--- src/rtl/ldfmt_pkg.sv ---
package ldfmt_pkg;

  typedef enum logic [2:0] {
    LK_WORD    = 3'd0,
    LK_UBYTE   = 3'd1,
    LK_UHALF   = 3'd2,
    LK_SBYTE   = 3'd3,
    LK_SHALF   = 3'd4,
    LK_WORD_PC = 3'd5
  } ld_kind_e;

  localparam int unsigned LANE_W = 8;
  localparam int unsigned HALF_W = 16;

endpackage

--- src/rtl/ldfmt_rotr.sv ---
module ldfmt_rotr #(
  parameter int DATA_W = 32,
  localparam int LANES = DATA_W / ldfmt_pkg::LANE_W,
  localparam int OFS_W = $clog2(LANES)
) (
  input  logic [DATA_W-1:0] din,
  input  logic [OFS_W-1:0]  ofs,
  output logic [DATA_W-1:0] dout
);
  localparam int LW = ldfmt_pkg::LANE_W;

  // Output lane i takes input lane (i + ofs) mod LANES: a right rotate by LW*ofs.
  for (genvar i = 0; i < LANES; i++) begin : g_lane
    logic [OFS_W-1:0] src;
    assign src = OFS_W'(i) + ofs;
    assign dout[i*LW +: LW] = din[src*LW +: LW];
  end

endmodule

--- src/rtl/ldfmt_extend.sv ---
module ldfmt_extend #(
  parameter int DATA_W = 32
) (
  input  logic [DATA_W-1:0] din,
  input  logic [2:0]        kind,
  output logic [DATA_W-1:0] dout
);
  import ldfmt_pkg::*;

  logic [LANE_W-1:0] lo_b;
  logic [HALF_W-1:0] lo_h;

  assign lo_b = din[LANE_W-1:0];
  assign lo_h = din[HALF_W-1:0];

  always_comb begin
    case (kind)
      LK_UBYTE: dout = {{(DATA_W-LANE_W){1'b0}}, lo_b};
      LK_SBYTE: dout = {{(DATA_W-LANE_W){lo_b[LANE_W-1]}}, lo_b};
      LK_UHALF: dout = {{(DATA_W-HALF_W){1'b0}}, lo_h};
      LK_SHALF: dout = {{(DATA_W-HALF_W){lo_h[HALF_W-1]}}, lo_h};
      default:  dout = din;
    endcase
  end

endmodule

--- src/rtl/ldfmt_top.sv ---
module ldfmt_top #(
  parameter int DATA_W = 32,
  localparam int OFS_W = $clog2(DATA_W / 8)
) (
  input  logic              clk,
  input  logic              rst_n,
  input  logic              req_vld,
  input  logic [2:0]        req_kind,
  input  logic [OFS_W-1:0]  req_addr,
  input  logic [DATA_W-1:0] rd_data,
  input  logic              pc_bit0_clr,
  output logic              res_vld,
  output logic [DATA_W-1:0] res_data,
  output logic              res_jump
);
  import ldfmt_pkg::*;

  // Reset: asserted asynchronously, released on the clock.
  logic [1:0] rst_q;
  logic       rst_int_n;

  always_ff @(posedge clk or negedge rst_n) begin
    if (!rst_n) rst_q <= 2'b00;
    else        rst_q <= {rst_q[0], 1'b1};
  end
  assign rst_int_n = rst_q[1];

  // Kind decode.
  logic is_half, is_pc;
  assign is_half = (req_kind == LK_UHALF) || (req_kind == LK_SHALF);
  assign is_pc   = (req_kind == LK_WORD_PC);

  // Halfwords rotate by the even offset so the selected half lands low.
  logic [OFS_W-1:0] eff_ofs;
  assign eff_ofs = is_half ? {req_addr[OFS_W-1:1], 1'b0} : req_addr;

  logic [DATA_W-1:0] rot_data, ext_data, fmt_data;

  ldfmt_rotr #(.DATA_W(DATA_W)) u_rotr (
    .din  (rd_data),
    .ofs  (eff_ofs),
    .dout (rot_data)
  );

  ldfmt_extend #(.DATA_W(DATA_W)) u_ext (
    .din  (rot_data),
    .kind (req_kind),
    .dout (ext_data)
  );

  always_comb begin
    fmt_data = ext_data;
    if (is_pc && pc_bit0_clr) fmt_data[0] = 1'b0;
  end

  // Next state.
  logic              data_en;
  logic              vld_d, jump_d;
  logic [DATA_W-1:0] data_d;
  logic              vld_q, jump_q;
  logic [DATA_W-1:0] data_q;

  assign data_en = req_vld;

  always_comb begin
    vld_d  = req_vld;
    jump_d = req_vld && is_pc;
    data_d = data_en ? fmt_data : data_q;
  end

  // Registers.
  always_ff @(posedge clk or negedge rst_int_n) begin
    if (!rst_int_n) begin
      vld_q  <= 1'b0;
      jump_q <= 1'b0;
      data_q <= '0;
    end else begin
      vld_q  <= vld_d;
      jump_q <= jump_d;
      data_q <= data_d;
    end
  end

  assign res_vld  = vld_q;
  assign res_jump = jump_q;
  assign res_data = data_q;

endmodule

--- config.mk ---
export PLATFORM = sky130hd
export DESIGN_NAME = ldfmt_top
export DESIGN_NICKNAME = d
export VERILOG_FILES = /design/src/rtl/ldfmt_pkg.sv /design/src/rtl/ldfmt_rotr.sv /design/src/rtl/ldfmt_extend.sv /design/src/rtl/ldfmt_top.sv
export SDC_FILE = /design/constraint.sdc
export NUM_CORES = 1
export LEC_CHECK = 0
export BUFFER_PORTS_ARGS = -buffer_cell sky130_fd_sc_hd__buf_4
export CORE_ASPECT_RATIO = 0.6
export CORE_MARGIN = 4
export CORE_UTILIZATION = 34
export CTS_BUF_LIST = sky130_fd_sc_hd__clkbuf_8
export CTS_CLUSTER_SIZE = 14
export DETAILED_ROUTE_END_ITERATION = 16
export PLACE_DENSITY = 0.58
export SETUP_SLACK_MARGIN = 0.3
export SLEW_MARGIN = 20
export SYNTH_ARGS = -nofsm -noshare
export SYNTH_HDL_FRONTEND = slang
export SYNTH_SLANG_ARGS = --single-unit
--- constraint.sdc ---
create_clock -name clk -period 1.85 [get_ports clk]
set_clock_uncertainty 0.1 [all_clocks]
set_input_delay 0.0925 -clock clk [delete_from_list [all_inputs] [get_ports clk]]
set_output_delay 0.0925 -clock clk [all_outputs]
set_load 0.03 [all_outputs]
==> results.json <==
{
  "status": "complete, no violations",
  "hold_viol": 0,
  "cp-start-kind": "primary input",
  "cts_max_level": 2,
  "hp-class": "primary input to flip-flop",
  "vias": 3110,
  "r2r-end": "res_data[22]",
  "synth-seq-cells": 36,
  "grt_pass1_wl_um": 16000,
  "period_needed_ps": 1410,
  "cap_viol_max_count": 0,
  "synth.area.top_cells": "dfrtp_1, nor3_1, a31o_2",
  "n_antenna_cell": 0,
  "yosysTopAreaCell": "dfrtp_1",
  "synth_cells": 350,
  "setup_viol": 0,
  "synth_edf_count": 0,
  "drt_iter0_markers": 258,
  "cts-root-buf": "clkbuf_8",
  "yosysSeqAreaShare": 0.315,
  "drt-vias-per-instance": 5.85,
  "antenna_found_initial": 0,
  "syn_area_um2": 2860,
  "routed_wl_um": 9960,
  "critPathKind": "primary input to flip-flop",
  "die_h_um": 79.0,
  "tns_ps": 0,
  "ys_warn_count": 0,
  "synth_nets": 391,
  "post-cts-setup-buffers": 0,
  "fmax_ghz": 0.707,
  "wl_per_cell_um": 18.7,
  "tightestPinTransition_ps": 657,
  "r2r-start": "res_data[22]",
  "max_slew_margin": 0.559,
  "slew_violations": 0,
  "cellPowerDensity_nw_per_um2": 717,
  "dp_hpwl_um": 7390,
  "fin_nets": 464,
  "min_from": "rd_data[4]",
  "place.gp.congestion": 0.873,
  "hold-path-cell-count": 3,
  "crit_buf_inv": 1,
  "syn_avg_cell_area_um2": 8.17,
  "synthFlopType": "dfrtp_1",
  "die_w_um": 126,
  "cpLargestDelayFamily": "simple AND/OR/NAND/NOR gates",
  "path_cells": "buf_4 > or3_1 > nand2_2 > o221ai_1 > o31ai_1",
  "area_growth_pct": 29.5,
  "fillCellCount": 811,
  "irDropWorstVdd_mv": 0.274,
  "fin_crit_sh": 0.765,
  "layout_common_cells": "buf_4, dfrtp_1, nand2_1, nor3_1, o21ai_0",
  "core_area_um2": 8040,
  "crit_path_end_kind": "flip-flop",
  "cp.arrival_ps": 1530,
  "critPathMaxStageDelay_ps": 600,
  "rsz0062_at_grt": "no",
  "synthArstFlopShare": 1.00,
  "rows": 25,
  "io_buffers": 74,
  "grt_pass1_vias": 3061,
  "synth_top_area_share": 0.315,
  "p_leak_nw": 1.62,
  "r2r_setup_slack_ps": 790,
  "rr_worst_depth": 4,
  "dp_cells": 520,
  "drc_errors": 0,
  "instances_no_fill": 532,
  "clock-sinks": 36,
  "gr-total-overflow": 0,
  "holdPathEnd": "res_data[28]",
  "required_ps": 1970,
  "clkTransAtPathRegs_ps": 80,
  "crit_path_max_fanout": 10,
  "dieArea_um2": 9990,
  "clock_path_buffers": 2,
  "start_util": 0.356,
  "ant_nets": 0,
  "drive_gt1_frac": 0.309,
  "yosysUniqueCellTypes": 54,
  "grtUsageTotal": 0.203,
  "mostFrequentLayoutCell": "buf_4",
  "firstDrtPassIters": 5,
  "insertion_delay_ps": 300,
  "numCtsBuffers": 5,
  "grt_max_degree": 35,
  "cpMaxStageDelayCell": "or3_1",
  "cts_tree": "yes",
  "io_pins": 75
}
[flip-flops by register name, summed over array words and instances (netlist names)]
| register | flops |
|---|---|
| res_jump | 1 |
| res_data | 32 |
| rst_q | 2 |
| res_vld | 1 |
[cells in the mapped netlist, types with 3 or more instances]
cell type,n
a211oi_1,14
a21o_1,7
a21oi_1,19
a22oi_1,3
a31o_1,6
a31o_2,14
and2_1,4
buf_2,10
clkbuf_1,19
dfrtp_1,36
inv_1,9
mux2_2,3
mux2i_1,7
mux4_2,3
nand2_1,28
nand3_1,6
nor2_1,20
nor2b_1,13
nor3_1,28
nor4_1,4
o211ai_1,8
o21ai_0,24
o221ai_1,7
o31ai_1,11
o32ai_1,6
or3_1,7
[worst min-delay path: stages]
cell,delay [ps]
buf_4,130
nor2_1,100
o31ai_1,70
[per-stage QoR]
step / utilization / hold slack, ps / worst slack (ps) / power (W) / area [um^2]
5_1_grt: 0.461 / 29.6 / 318 / 0.00281 / 3700
6_report: 0.461 / 26.5 / 435 / 0.00266 / 3700
4_1_cts: 0.461 / 19.6 / 430 / 0.00267 / 3700
3_5_place_dp: 0.444 / -223 / 113 / 0.00204 / 3570
2_1_floorplan: - / -303 / 323 / 0.00161 / 2860
3_3_place_gp: 0.444 / -226 / 147 / 0.00203 / 3570
[what timing repair did]
action | in CTS | in global routing
resized for setup | 0 | 1
hold buffers | 4 | 0
setup endpoints to repair | 0 | 1
endpoints found under the hold margin | 4 | 0
[worst max-delay path by stage]
| stage | start | endpoint | slack, ps | cells past startpoint |
|---|---|---|---|---|
| 2_1_floorplan | req_addr[0] | res_data[10] | 320 | 6 |
| 4_1_cts | req_addr[0] | res_data[31] | 430 | 5 |
| 3_5_place_dp | req_addr[0] | res_data[31] | 110 | 5 |
| 3_3_place_gp | req_addr[1] | res_data[31] | 150 | 5 |
| 6_report | req_kind[1] | res_data[28] | 440 | 5 |
| 5_1_grt | req_kind[1] | res_data[28] | 320 | 5 |
[area by class of cell]
class | instances | area (um^2) | area share
clock buffer | 6 | 82.6 | 0.0223
sequential | 36 | 901 | 0.243
clock inverter | 2 | 11.3 | 0.00304
timing repair buffer | 100 | 773 | 0.209
tap | 108 | 135 | 0.0365
multi-input combinational | 270 | 1760 | 0.476
inverter | 10 | 37.5 | 0.0101
[where the power goes]
group | total, W | leakage [nW] | internal [W] | switching [W]
Combinational | 0.00108 | 1.14 | 0.000437 | 0.000642
Clock | 0.000621 | 0.0486 | 0.000298 | 0.000323
Sequential | 0.000957 | 0.436 | 0.000890 | 0.0000664
[metal layers]
metal / track usage / part of all wire / vias to the layer above
li1: - / - / 1476
met1: 0.299 / 0.49 / 1448
met2: 0.290 / 0.41 / 172
met3: 0.0524 / 0.091 / 14
met4: 0.0621 / 0.014 / 0
met5: 0 / 0 / -
[cells by family after synthesis]
group           Yosys count  synth area share
compound gates          134             0.335
simple gates            120             0.208
buf+inv                  44            0.0687
flops                    36             0.315
mux                      13            0.0600
xor+xnor                  2            0.0114
other cells               1           0.00131
No activity file was read; power rests on OpenSTA's default activity.
